File: src/rtl/psq_pkg.sv
package psq_pkg;
  typedef enum logic [1:0] {
    ORD_LINEAR = 2'b00,
    ORD_RSVD_A = 2'b01,
    ORD_WRAP   = 2'b10,
    ORD_RSVD_B = 2'b11
  } order_t;

  typedef struct packed {
    logic wrap;
    logic early_disc;
  } order_cfg_t;
endpackage

File: src/rtl/psq_order_decode.sv
module psq_order_decode
  import psq_pkg::*;
(
  input  logic [1:0]  ord_bits,
  input  logic        is_write,
  output order_cfg_t  cfg
);
  order_t ord;

  always_comb begin
    ord = order_t'(ord_bits);
    cfg = '0;
    case (ord)
      ORD_LINEAR: cfg = '0;
      ORD_WRAP: begin
        cfg.wrap       = 1'b1;
        cfg.early_disc = is_write;
      end
      default: cfg.early_disc = 1'b1;
    endcase
  end
endmodule

File: src/rtl/psq_addr_gen.sv
module psq_addr_gen #(
  parameter int ADDR_W     = 32,
  parameter int LINE_BYTES = 32
) (
  input  logic              clk,
  input  logic              rst,
  input  logic              load,
  input  logic [ADDR_W-1:0] load_addr,
  input  logic              step,
  input  logic              wrap,
  output logic [ADDR_W-1:0] addr,
  output logic              first_beat,
  output logic              line_last
);
  localparam int LINE_DW = LINE_BYTES / 4;
  localparam int OFF_W   = $clog2(LINE_DW);
  localparam int CNT_W   = OFF_W + 1;
  localparam logic [CNT_W-1:0] CNT_MAX  = CNT_W'(LINE_DW);
  localparam logic [CNT_W-1:0] CNT_LAST = CNT_W'(LINE_DW - 1);

  logic [CNT_W-1:0] beats;

  function automatic logic [ADDR_W-1:0] dword_align(input logic [ADDR_W-1:0] a);
    logic [ADDR_W-1:0] r;
    r = a;
    r[1:0] = 2'b00;
    return r;
  endfunction

  function automatic logic [ADDR_W-1:0] next_linear(input logic [ADDR_W-1:0] a);
    return a + ADDR_W'(4);
  endfunction

  function automatic logic [ADDR_W-1:0] next_wrap(input logic [ADDR_W-1:0] a);
    logic [ADDR_W-1:0] r;
    r = a;
    r[OFF_W+1:2] = a[OFF_W+1:2] + OFF_W'(1);
    return r;
  endfunction

  always_ff @(posedge clk) begin
    if (rst) begin
      addr  <= '0;
      beats <= '0;
    end else if (load) begin
      addr  <= dword_align(load_addr);
      beats <= '0;
    end else if (step) begin
      addr  <= wrap ? next_wrap(addr) : next_linear(addr);
      beats <= (beats == CNT_MAX) ? beats : beats + CNT_W'(1);
    end
  end

  assign first_beat = (beats == '0);
  assign line_last  = (beats == CNT_LAST);
endmodule

File: src/rtl/psq_phase_ctrl.sv
module psq_phase_ctrl
  import psq_pkg::*;
#(
  parameter int ADDR_W = 32
) (
  input  logic              clk,
  input  logic              rst,
  input  logic              start,
  input  logic [ADDR_W-1:0] word_in,
  input  order_cfg_t        cfg_in,
  input  logic              xfer,
  input  logic              burst_end,
  input  logic              first_beat,
  input  logic              line_hit,
  output logic              busy,
  output logic [ADDR_W-1:0] word_q,
  output order_cfg_t        cfg_q,
  output logic              disc_q
);
  always_ff @(posedge clk) begin
    if (rst) begin
      busy   <= 1'b0;
      word_q <= '0;
      cfg_q  <= '0;
      disc_q <= 1'b0;
    end else if (start) begin
      busy   <= 1'b1;
      word_q <= word_in;
      cfg_q  <= cfg_in;
      disc_q <= 1'b0;
    end else if (burst_end) begin
      busy   <= 1'b0;
      disc_q <= 1'b0;
    end else if (xfer && first_beat && cfg_q.early_disc) begin
      disc_q <= 1'b1;
    end else if (line_hit) begin
      disc_q <= 1'b1;
    end
  end
endmodule

File: src/rtl/psq_burst_seq.sv
module psq_burst_seq
  import psq_pkg::*;
#(
  parameter int ADDR_W     = 32,
  parameter int LINE_BYTES = 32
) (
  input  logic              clk,
  input  logic              rst,
  input  logic              addr_phase,
  input  logic [ADDR_W-1:0] ad_in,
  input  logic              cmd_write,
  input  logic              frame,
  input  logic              irdy,
  input  logic              trdy,
  output logic              busy,
  output logic [ADDR_W-1:0] cur_addr,
  output logic [ADDR_W-1:0] addr_word,
  output logic              wrap_mode,
  output logic              line_done,
  output logic              disc_req
);
  order_cfg_t cfg_dec;
  order_cfg_t cfg_q;
  logic start;
  logic xfer;
  logic burst_end;
  logic first_beat;
  logic line_last;

  assign start     = addr_phase && !busy;
  assign xfer      = busy && irdy && trdy;
  assign burst_end = xfer && !frame;
  assign line_done = xfer && cfg_q.wrap && line_last;

  psq_order_decode u_dec (
    .ord_bits (ad_in[1:0]),
    .is_write (cmd_write),
    .cfg      (cfg_dec)
  );

  psq_addr_gen #(.ADDR_W(ADDR_W), .LINE_BYTES(LINE_BYTES)) u_agen (
    .clk        (clk),
    .rst        (rst),
    .load       (start),
    .load_addr  (ad_in),
    .step       (xfer),
    .wrap       (cfg_q.wrap),
    .addr       (cur_addr),
    .first_beat (first_beat),
    .line_last  (line_last)
  );

  psq_phase_ctrl #(.ADDR_W(ADDR_W)) u_ctrl (
    .clk        (clk),
    .rst        (rst),
    .start      (start),
    .word_in    (ad_in),
    .cfg_in     (cfg_dec),
    .xfer       (xfer),
    .burst_end  (burst_end),
    .first_beat (first_beat),
    .line_hit   (line_done),
    .busy       (busy),
    .word_q     (addr_word),
    .cfg_q      (cfg_q),
    .disc_q     (disc_req)
  );

  assign wrap_mode = cfg_q.wrap;
endmodule

File: config.mk
export PLATFORM = sky130hd
export DESIGN_NAME = psq_burst_seq
export DESIGN_NICKNAME = d
export VERILOG_FILES = /design/src/rtl/psq_pkg.sv /design/src/rtl/psq_order_decode.sv /design/src/rtl/psq_addr_gen.sv /design/src/rtl/psq_phase_ctrl.sv /design/src/rtl/psq_burst_seq.sv
export SDC_FILE = /design/constraint.sdc
export NUM_CORES = 1
export LEC_CHECK = 0
export ABC_CLOCK_PERIOD_IN_PS = 3500
export BUFFER_PORTS_ARGS = -buffer_cell sky130_fd_sc_hd__buf_2
export CAP_MARGIN = 40
export CORE_MARGIN = 4
export CORE_UTILIZATION = 55
export CTS_CLUSTER_SIZE = 10
export DETAILED_ROUTE_END_ITERATION = 12
export GPL_ROUTABILITY_DRIVEN = 0
export PLACE_DENSITY = 0.95
export SLEW_MARGIN = 20
export SYNTH_ARGS = -nofsm -noshare
export SYNTH_HDL_FRONTEND = slang
export SYNTH_SLANG_ARGS = --single-unit
export TNS_END_PERCENT = 5
File: constraint.sdc
create_clock -name clk -period 3.5 [get_ports clk]
set_input_delay 0.875 -clock clk [delete_from_list [all_inputs] [get_ports clk]]
set_output_delay 0.875 -clock clk [all_outputs]
set_load 0.01 [all_outputs]
After elaboration in Yosys (flattened, before gate mapping)
Cells that the tools add are included.
Storage, ports and cells
  bits in latches: 0
  memory bits (read-only): 0
  RAM bits: 0
  memories: 0
  input port bits: 39
  output and inout bits: 68
  register bits after elaboration: 72
Cells by class
  $add $sub $neg: 3
  shift-type cells: 0
  multiplexer cells: 9
  reduce and logical (&&, ||, !) cells: 20
  multiply operators: 0
  eq/ne operators: 4
  $lt $le $gt $ge: 0
  bitwise operators: 2
  divide/modulo/power cells: 0
Operator list (number)
  $mux 32: 3
  $add 32x3->32 const B: 1
  $logic_and 1x1->1: 8
  $reduce_and 2->1: 3
  $reduce_bool 2->1: 3
  $mux 1: 5
  $add 4x1->4 const B: 1
  $eq 4x3->1 const B: 1
  $eq 4x4->1 const B: 1
  $logic_not 4->1: 1
  $add 3x1->3 const B: 1
  $reduce_or 3->1: 1
  $eq 2x2->1 const B: 1
  $logic_not 1->1: 2
  $logic_not 2->1: 1
  $ne 2x2->1 const B: 1
  $not 1->1: 2
  $pmux 1 s2: 1
  $reduce_or 2->1: 1

Logic depth before layout (Yosys ltp)
Gate-level depths: netlist of run 1.
  depth after elaboration: 6
  mapped depth: 6
  gate-level depth less buffers: 6

Cells and area by module
From an unflattened synthesis of run 1, not the netlist that was laid out.
Second synthesis, totals
  cells, all modules: 400
  area total of the unflattened synthesis: 3548.4 um^2
Modules (own cells, without submodules)
  psq_addr_gen: area each 2198.4 um^2, instances 1, cells each 277, sequential area each 680.7 um^2
  psq_phase_ctrl: area each 1305.0 um^2, instances 1, cells each 117, sequential area each 720.7 um^2
  psq_burst_seq: area each 31.3 um^2, instances 1, cells each 4, sequential area each 0.0 um^2
  psq_order_decode: area each 13.8 um^2, instances 1, cells each 2, sequential area each 0.0 um^2

Worst setup path before layout of run 1
OpenSTA, ideal clock, no wires.
  path type: input-to-output
  start: input port trdy
  end: output port line_done
  path slack: 1.182 ns
  data arrival time: 1.443 ns
  data required time: 2.625 ns
  stages on the path: 3
  cells stage by stage: and3_1 nand2_1 nor3_1
Between the ends
  cells in the longest elaborated chain, start to end: 3
RTL lines
  start: declaration: line psq_burst_seq.sv:14  | input logic trdy,
  $logic_and 1x1->1: line psq_burst_seq.sv:31  | assign xfer = busy && irdy && trdy;
  $logic_and 1x1->1 (2 in a row): line psq_burst_seq.sv:33  | assign line_done = xfer && cfg_q.wrap && line_last;
  end: declaration: line psq_burst_seq.sv:19  | output logic line_done,
Every way passes these cells.

Final worst setup path of run 1
Same ends and word-level chain as after synthesis.

==> results.md, run 1 <==
* Total congestion overflow at 0
* TritonCTS Buffers at 9
* Mapped cell area at 0.00338 mm2
* Cell leakage power at 0.00168 uW
* Fraction of layout cells with a size suffix above 1 at 0.258
* DR iter-0 viols at 400
* Core area at 0.00596 mm2
* Hold Startpoint: u_ctrl.word_q[14]
* Worst vdd ir at 0.000268 V
* Hold Path Class: register to register
* Synth top area share at 0.415
* Post-synth top area cell: dfxtp_1
* RR Startpoint: u_agen.addr[2]
* Post-synth top flop: dfxtp_1
* Post-CTS Setup Inserts at 0
* Vias in the first global route at 3291
* Clk sinks at 70
* Worst Setup EP: line_done
* Reg2reg end: u_agen.addr[24]
* Fmax at 398 MHz
* Largest net degree at the start of global routing at 45
* Crit Path Class: input pin to output port
* Top post-synthesis cells by area: dfxtp_1 41%, nand2_1 10%, a21oi_1 7.0%, nand3_1 3.6%, nand4_1 2.8%
* Total detailed-routing wirelength at 9420 um
* CP max stage delay at 0.25 ns
* FF-to-FF path depth at 5
* Crit. End Element: output port
* Synth async-reset ratio at 0
* Worst setup startpoint: trdy
* Hold Fails Final Rpt at 0
* Post-Route M1 WL at 3800 um
* GRT Overall Usage at 0.253
* Count of flip-flops with a built-in enable after synthesis at 0
* Status: finished, final reports clean
* Skew-Pair Late Insertion Delay at 0.35 ns
* Number of port buffers at 104
* Post-DR wirelength/cell at 16.0 um
* ANT nets after route at 0
* HPWL after DPL at 6800 um
* CP startpoint kind: input pin
* P per Cell Area at 463 mW/mm2
* Met2 wire len at 4420 um
* R2R Setup Slk at 1.43 ns
* Area delta synth->final at 21.3%
* Die width at 86.4 um
* Crit-path most repeated cell: buf_2
* CP max FO at 5
* Critical path data required time at 2.62 ns
* Critical path arrival at 1.64 ns
* Post-synthesis sequential area ratio at 0.415
* Hold_ws at 0.452 ns
* Clk pin slew, worst setup/hold paths at 0.07 ns
* RSZ-0062 raised after global routing: no
* Critical path, cell by cell: buf_2, and3_1, nand2_1, nor3_1, buf_2
* DRT Pass-1 Iters at 5
* CTS H-Tree Depth at 3
* Seq cells post-synth at 70
* Worst Tran Pin Value at 0.613 ns
* Via density at 6.08
* DR WL met3 at 913 um
* Max clock buf depth at 2
* Critical path depth at 5
* Critical path's top delay family: simple AND/OR/NAND/NOR gates
* Period Utilization, post-route at 0.719
* Post-Synthesis Cells at 417
* Global-route wire length before repair at 15100 um
* Tmin final at 2.51 ns
* Fillcell total at 501
* Final Max Slew Viols at 0
* Post-synthesis cell type count at 55
* # IOs at 107
* Crit-path slowest cell: and3_1
* CTS tree: built
* Final net count at 553
* Drc violations at 0
* Mean Syn Cell Area at 8.10 um2
* N_diodes at 0
* Ys Warns at 0
* Bufs and invs on worst path at 2
* # hold bufs at CTS at 0
* Max_slew headroom at 0.590
* Initial Util at 0.567
* Clock Root Buffer: clkbuf_8
* Antenna violations before repair at 0
* Post-CTS sizing at 0
* Die area at 0.00746 mm2
* Setup Viol. Count Final at 0
* Clock Skew at 0.00969 ns
* Setup TNS at 0 ns
* Site row count at 28
* Max-cap viol count at 0
* Via Count at 3589
* Max layer used: met4
* Die Y-Extent at 86.4 um
## placed cells by master (no fill, tap or decap), types with 3 or more instances in the layout
master	instances
buf_2	104
nand2_1	91
dfxtp_1	70
a21oi_1	47
nand3_1	24
nand4_1	15
or4_1	11
clkbuf_8	11
or3_1	10
a31oi_1	10
o21ai_0	10
nor3_1	9
nor2_1	8
o211ai_1	7
buf_4	6
inv_1	5
and4_1	5
nor4_1	5
a21o_1	5
o311ai_1	5
and3_1	4
xor2_1	4
xnor2_1	3
o31ai_1	3
ha_1	3
## state kept, by name, summed over array words and instances, names as in the netlist
register and flops:
u_agen.beats 4, u_ctrl.word_q 32, u_ctrl.cfg_q 2, u_ctrl.disc_q 1
u_agen.addr 30, u_ctrl.busy 1
## power by group
part,switching [uW],leakage [uW],internal (uW)
combinational,157,0.000987,105
sequential,58.3,0.000575,849
clock,295,0.000115,434
## worst reg2reg max path, cell delays in order, from the launching register on
cell and delay (ns):
dfxtp_1 0.44, ha_1 0.31, and4_1 0.33, nand2_1 0.21, or4_1 0.56, a31oi_1 0.17
## through the flow
stage / util / power, uW / area, um2 / cells / worst slack, ns
6_report: 0.688 / 1900 / 4100 / 590 / 0.985
5_1_grt: 0.688 / 1980 / 4100 / 590 / 0.878
4_1_cts: 0.688 / 1900 / 4100 / 590 / 0.980
3_5_place_dp: 0.651 / 1180 / 3880 / 575 / 0.982
3_3_place_gp: 0.651 / 1170 / 3880 / 575 / 0.995
2_1_floorplan: - / 1070 / 3380 / 418 / 1.18
## synthesized netlist by cell type, types with 8 or more instances
| master | count |
|---|---|
| a21oi_1 | 47 |
| a31oi_1 | 10 |
| clkbuf_1 | 12 |
| dfxtp_1 | 70 |
| nand2_1 | 91 |
| nand3_1 | 24 |
| nand4_1 | 15 |
| nor2_1 | 8 |
| nor3_1 | 9 |
| o21ai_0 | 10 |
| or3_1 | 10 |
| or4_1 | 11 |
## area by class of cell
type	instances	area (um2)	share of cell area
timing repair buffer	110	566	0.138
multi-input combinational	315	1800	0.438
tap	75	93.8	0.0229
sequential	70	1400	0.342
inverter	5	18.8	0.00458
clock buffer	11	151	0.0369
clock inverter	4	70.1	0.0171
## per-layer routing
| layer | vias to the layer above | GRT usage |
|---|---|---|
| met3 | 31 | 0.0513 |
| li1 | 1737 | - |
| met2 | 178 | 0.404 |
| met1 | 1643 | 0.324 |
| met5 | - | 0 |
| met4 | 0 | 0.127 |
## kinds of logic (layout without fill, tap and decap cells)
| kind of cell | Yosys count | after routing | share of synthesized area |
|---|---|---|---|
| other cells | 1 | 2 | 0.00111 |
| simple gates | 197 | 197 | 0.297 |
| flops | 70 | 70 | 0.415 |
| mux | 3 | 3 | 0.00926 |
| fa+ha+maj | 3 | 3 | 0.0111 |
| buf+inv | 33 | 130 | 0.0563 |
| xor+xnor | 7 | 7 | 0.0181 |
| compound gates | 103 | 103 | 0.192 |
## worst min path at each step
stage,depth (start not counted),slack [ns],endpoint
2_1_floorplan,2,0.48,u_ctrl.word_q[0]
3_3_place_gp,2,0.44,u_ctrl.word_q[22]
3_5_place_dp,2,0.45,u_ctrl.word_q[28]
4_1_cts,2,0.46,u_ctrl.word_q[28]
5_1_grt,2,0.48,u_ctrl.word_q[14]
6_report,2,0.45,u_ctrl.word_q[14]
(Power assumes the default switching activity.)
==> run 2, diff against run 1 <==
--- a/config.mk
+++ b/config.mk
@@ -5,15 +5,15 @@
 export SDC_FILE = /design/constraint.sdc
 export NUM_CORES = 1
 export LEC_CHECK = 0
-export ABC_CLOCK_PERIOD_IN_PS = 3500
+export ABC_CLOCK_PERIOD_IN_PS = 2160
 export BUFFER_PORTS_ARGS = -buffer_cell sky130_fd_sc_hd__buf_2
 export CAP_MARGIN = 40
 export CORE_MARGIN = 4
-export CORE_UTILIZATION = 55
+export CORE_UTILIZATION = 46
 export CTS_CLUSTER_SIZE = 10
 export DETAILED_ROUTE_END_ITERATION = 12
 export GPL_ROUTABILITY_DRIVEN = 0
-export PLACE_DENSITY = 0.95
+export PLACE_DENSITY = 0.87
 export SLEW_MARGIN = 20
 export SYNTH_ARGS = -nofsm -noshare
 export SYNTH_HDL_FRONTEND = slang
==> constraint.sdc (replaced) <==
create_clock -name clk -period 2.16 [get_ports clk]
set_input_delay 0.54 -clock clk [delete_from_list [all_inputs] [get_ports clk]]
set_output_delay 0.54 -clock clk [all_outputs]
set_load 0.01 [all_outputs]
==> run 2 against run 1 <==
Clock-buffer cell count unchanged; global-route usage decreased by 2.0 points; critical endpoint unchanged; non-clock buffer count increased by 12.
==> results.md, run 2 (synthesis gave the netlist of run 1 again) <==
* Status: finished, final reports clean
* Skew-Pair Late Insertion Delay at 0.36 ns
* Max_slew headroom at 0.637
* CP startpoint kind: register
* Final net count at 565
* Critical path arrival at 1.42 ns
* HPWL after DPL at 7500 um
* Initial Util at 0.484
* Fraction of layout cells with a size suffix above 1 at 0.277
* Total congestion overflow at 0
* Max clock buf depth at 2
* Post-CTS Setup Inserts at 0
* RSZ-0062 raised after global routing: no
* Fmax at 509 MHz
* ANT nets after route at 0
* Tmin final at 1.96 ns
* DR iter-0 viols at 324
* Total detailed-routing wirelength at 10200 um
* DRT Pass-1 Iters at 5
* Most frequent cells in the layout: 104 x buf_2, 91 x nand2_1, 69 x dfxtp_1, 47 x a21oi_1, 24 x nand3_1
* Area delta synth->final at 24.5%
* CP max FO at 9
* Power, Total at 3000 uW
* Fillcell total at 637
* Hold Path Class: input pin to register
* N_diodes at 0
* Setup Viol. Count Final at 0
* Fin worst setup slack at 0.196 ns
* Cell leakage power at 0.00172 uW
* Antenna violations before repair at 0
* Most common cell after layout, fill and taps aside: buf_2
* GRT Overall Usage at 0.232
* CTS tree: built
* Hold Fails Final Rpt at 0
* Max FFs per register at 32
* Crit Path Class: register to output port
* Critical path data required time at 1.62 ns
* Worst Tran Pin Value at 0.541 ns
* Most flops, register: u_ctrl.word_q
* Clock Skew at 0.0125 ns
* P per Cell Area at 714 mW/mm2
* Clk pin slew, worst setup/hold paths at 0.08 ns
* Clock Root Buffer: clkbuf_8
* Multi-input gate area at 0.00180 mm2
* Worst vdd ir at 0.000388 V
* Setup TNS at 0 ns
* Crit. End Element: output port
* FF/Latch Area at 0.00140 mm2
* TritonCTS Buffers at 9
* Via Count at 3668
* Site row count at 30
* Core area at 0.00698 mm2
* Vias in the first global route at 3398
* Post-CTS sizing at 0
* Final Max Slew Viols at 0
* Period Utilization, post-route at 0.909
* Max-cap viol count at 0
* Post-DR wirelength/cell at 16.3 um
* # hold bufs at CTS at 0
* Die area at 0.00878 mm2
* Largest regs: u_ctrl.word_q x32, u_agen.addr x30, u_agen.beats x4
* CTS H-Tree Depth at 3
* Place WS at 0.0977 ns
* Die Y-Extent at 93.7 um
* Largest net degree at the start of global routing at 44
* Number of port buffers at 104
* Via density at 5.88
* Die width at 93.7 um
* Drc violations at 0
* Clk sinks at 70
* Global-route wire length before repair at 16300 um
* # IOs at 107
## run 2: path summary, 6_finish.rpt
path	endpoint	slack (ns)	cells past startpoint	from
worst min-delay path	u_ctrl.word_q[19]	0.43	3	ad_in[19]
worst max register to register	u_agen.addr[24]	0.23	5	u_agen.addr[3]
worst min register to register	u_ctrl.word_q[10]	0.45	2	u_ctrl.word_q[10]
worst max-delay path	line_done	0.20	4	u_ctrl.busy
## run 2: layer usage
metal | global-route usage | wire length [um] | up-vias
li1 | - | - | 1753
met1 | 0.286 | 4100 | 1715
met2 | 0.378 | 4950 | 179
met3 | 0.0657 | 897 | 21
met4 | 0.0999 | 223 | 0
met5 | 0 | 0 | -
## run 2: power by group
| part | leakage, uW | switching, uW | total, uW | internal [uW] |
|---|---|---|---|---|
| combinational | 0.00105 | 269 | 453 | 184 |
| clock | 0.0000955 | 520 | 1080 | 565 |
| sequential | 0.000575 | 89.3 | 1460 | 1380 |
| total | 0.00172 | 878 | 3000 | 2120 |
## run 2: worst max-delay path: stages (launching register included)
cell,delay [ns]
dfxtp_2,0.40
and3_1,0.27
nand2_1,0.07
nor3_1,0.17
buf_2,0.16
## run 2: cell type report
type | instances | share of cell area
Timing Repair Buffer | 122 | 0.159
Inverter | 5 | 0.00446
Sequential cell | 70 | 0.333
Clock buffer | 11 | 0.0336
Clock inverter | 5 | 0.0140
Tap cell | 96 | 0.0286
Multi-Input combinational cell | 315 | 0.427
## run 2: metrics by stage
stage                     hold slack, ns  instance area [um2]  instances  utilization
after CTS                          0.416                 4210        624        0.602
after detailed placement           0.445                 4010        608        0.574
after floorplan                    0.481                 3380        418            -
after global placement             0.438                 4010        608        0.574
after global routing               0.434                 4210        624        0.603
final                              0.430                 4210        624        0.603
==> run 3, diff against run 2 <==
--- a/config.mk
+++ b/config.mk
@@ -14,6 +14,7 @@
 export DETAILED_ROUTE_END_ITERATION = 12
 export GPL_ROUTABILITY_DRIVEN = 0
 export PLACE_DENSITY = 0.87
+export SETUP_SLACK_MARGIN = 0.2
 export SLEW_MARGIN = 20
 export SYNTH_ARGS = -nofsm -noshare
 export SYNTH_HDL_FRONTEND = slang
==> run 3 against run 2 <==
Die area did not move; sequential power barely moved; largest cell class unchanged; clock-buffer cell count did not move; power rose by 0.20%; cell count rose by 0.16%; worst hold slack improved by 0.00054 ns; register-to-register slack improved by 0.06 ns.
==> results.md, run 3 (synthesis gave the netlist of run 1 again) <==
* Worst Tran Pin Value at 0.536 ns
* Final Max Slew Viols at 0
* CTS H-Tree Depth at 3
* Clk sinks at 70
* Drc violations at 0
* Bufs and invs on worst path at 1
* CTS tree: built
* N_diodes at 0
* Initial Util at 0.484
* RR Startpoint: u_agen.addr[21]
* GRT Overall Usage at 0.232
* Hold Fails Final Rpt at 0
* Final Non-Filler Cells at 625
* Skew-Pair Late Insertion Delay at 0.36 ns
* Critical path's top delay family: simple AND/OR/NAND/NOR gates
* Via density at 5.90
* Post-DP Area at 0.00401 mm2
* Critical path data required time at 1.62 ns
* Crit Path Class: register to output port
* Core Util, Final at 0.607
* Clk pin slew, worst setup/hold paths at 0.07 ns
* Crit. End Element: output port
* Die area at 0.00878 mm2
* Clock Skew at 0.0103 ns
* # hold bufs at CTS at 0
* Area delta synth->final at 25.3%
* Site row count at 30
* CP startpoint kind: register
* Tmin final at 1.88 ns
* FF-to-FF path depth at 4
* Endpoint, Worst Hold: u_ctrl.word_q[7]
* HPWL after DPL at 7500 um
* Total congestion overflow at 0
* P per Cell Area at 710 mW/mm2
* Critical path arrival at 1.34 ns
* Post-Layout Inst Area at 0.00424 mm2
* Placed Instances at 608
* Setup Viol. Count Final at 0
* Max_slew headroom at 0.640
* R2R Setup Slk at 0.29 ns
* Most frequent cells in the layout: 104 x buf_2, 90 x nand2_1, 65 x dfxtp_1, 47 x a21oi_1, 24 x nand3_1
* Hold Startpoint: ad_in[7]
* Period Utilization, post-route at 0.871
* CP max stage delay at 0.39 ns
* Reg2reg end: u_agen.addr[29]
* Fmax at 532 MHz
* Number of port buffers at 104
* Clock Root Buffer: clkbuf_8
* Final net count at 566
* DRT Pass-1 Iters at 5
* Most common cell after layout, fill and taps aside: buf_2
* Critical path, cell by cell: and3_4, nand2_1, nor3_1, buf_2
* TritonCTS Buffers at 9
* Hold Path Class: input pin to register
* Post-DR wirelength/cell at 16.4 um
* Fraction of layout cells with a size suffix above 1 at 0.291
* Setup TNS at 0 ns
* Vias in the first global route at 3398
* Core area at 0.00698 mm2
* Hold path cells at 3
* Largest regs: u_ctrl.word_q x32, u_agen.addr x30, u_agen.beats x4
* Total detailed-routing wirelength at 10300 um
* Die Y-Extent at 93.7 um
* Worst vdd ir at 0.000388 V
* Power, Total at 3010 uW
* Cell leakage power at 0.00173 uW
* ANT nets after route at 0
* Max FFs per register at 32
* Die width at 93.7 um
* Most flops, register: u_ctrl.word_q
* DR iter-0 viols at 334
* Status: finished, final reports clean
* Antenna violations before repair at 0
* Max clock buf depth at 2
* CP max FO at 9
* Via Count at 3687
* RSZ-0062 raised after global routing: yes
* # IOs at 107
* Largest net degree at the start of global routing at 44
* Global-route wire length before repair at 16300 um
* Crit-path slowest cell: dfxtp_4
* Max-cap viol count at 0
## run 3: area by class of cell
type	instances	area, um2
Fill cell	630	2750
Multi-Input combinational cell	315	1810
Sequential cell	70	1410
Timing Repair Buffer	123	676
Clock buffer	11	141
Tap cell	96	120
Clock inverter	5	58.8
Inverter	5	18.8
## run 3: how the worst max path moves through the flow
stage | startpoint | endpoint | slack (ns) | depth (start not counted)
global placement | trdy | u_agen.addr[21] | 0.16 | 6
finish | u_ctrl.busy | line_done | 0.28 | 4
detailed placement | trdy | u_agen.addr[24] | 0.1 | 5
CTS | u_ctrl.busy | line_done | 0.21 | 4
global route | u_agen.addr[3] | u_agen.addr[28] | 0.17 | 6
floorplan | u_agen.addr[2] | u_agen.addr[26] | 0.38 | 5
## run 3: worst register-to-register path: cells and delay by family (launching register included)
family | cells | cell delay (ns)
flops | 1 | 0.44
compound gates | 1 | 0.25
simple gates | 3 | 1.08
## run 3: stage by stage
step	setup WS (ns)	hold WS, ns
after floorplan	0.381	0.481
after detailed placement	0.0977	0.445
after CTS	0.210	0.416
after global placement	0.161	0.438
final	0.280	0.431
after global routing	0.173	0.434
## run 3: power breakdown
group          switching, uW  internal (uW)  total (uW)
combinational            270            185         455
clock                    522            565        1090
sequential              90.1           1380        1470
## run 3: per-layer routing
metal	routed length (um)	vias to the layer above	global-route usage	share of wire
met5	0	-	0	0
li1	-	1753	-	-
met2	4910	188	0.378	0.48
met3	910	23	0.0657	0.089
met4	232	0	0.0999	0.023
met1	4210	1723	0.286	0.41
## run 3: timing repair
item | 4_1_cts | 5_1_grt
pin swaps | 0 | 1
setup buffers | 0 | 1
gates resized for setup | 2 | 8
gates cloned | 0 | 0
endpoints found under the hold margin | 0 | 0
setup endpoints to repair | 1 | 7
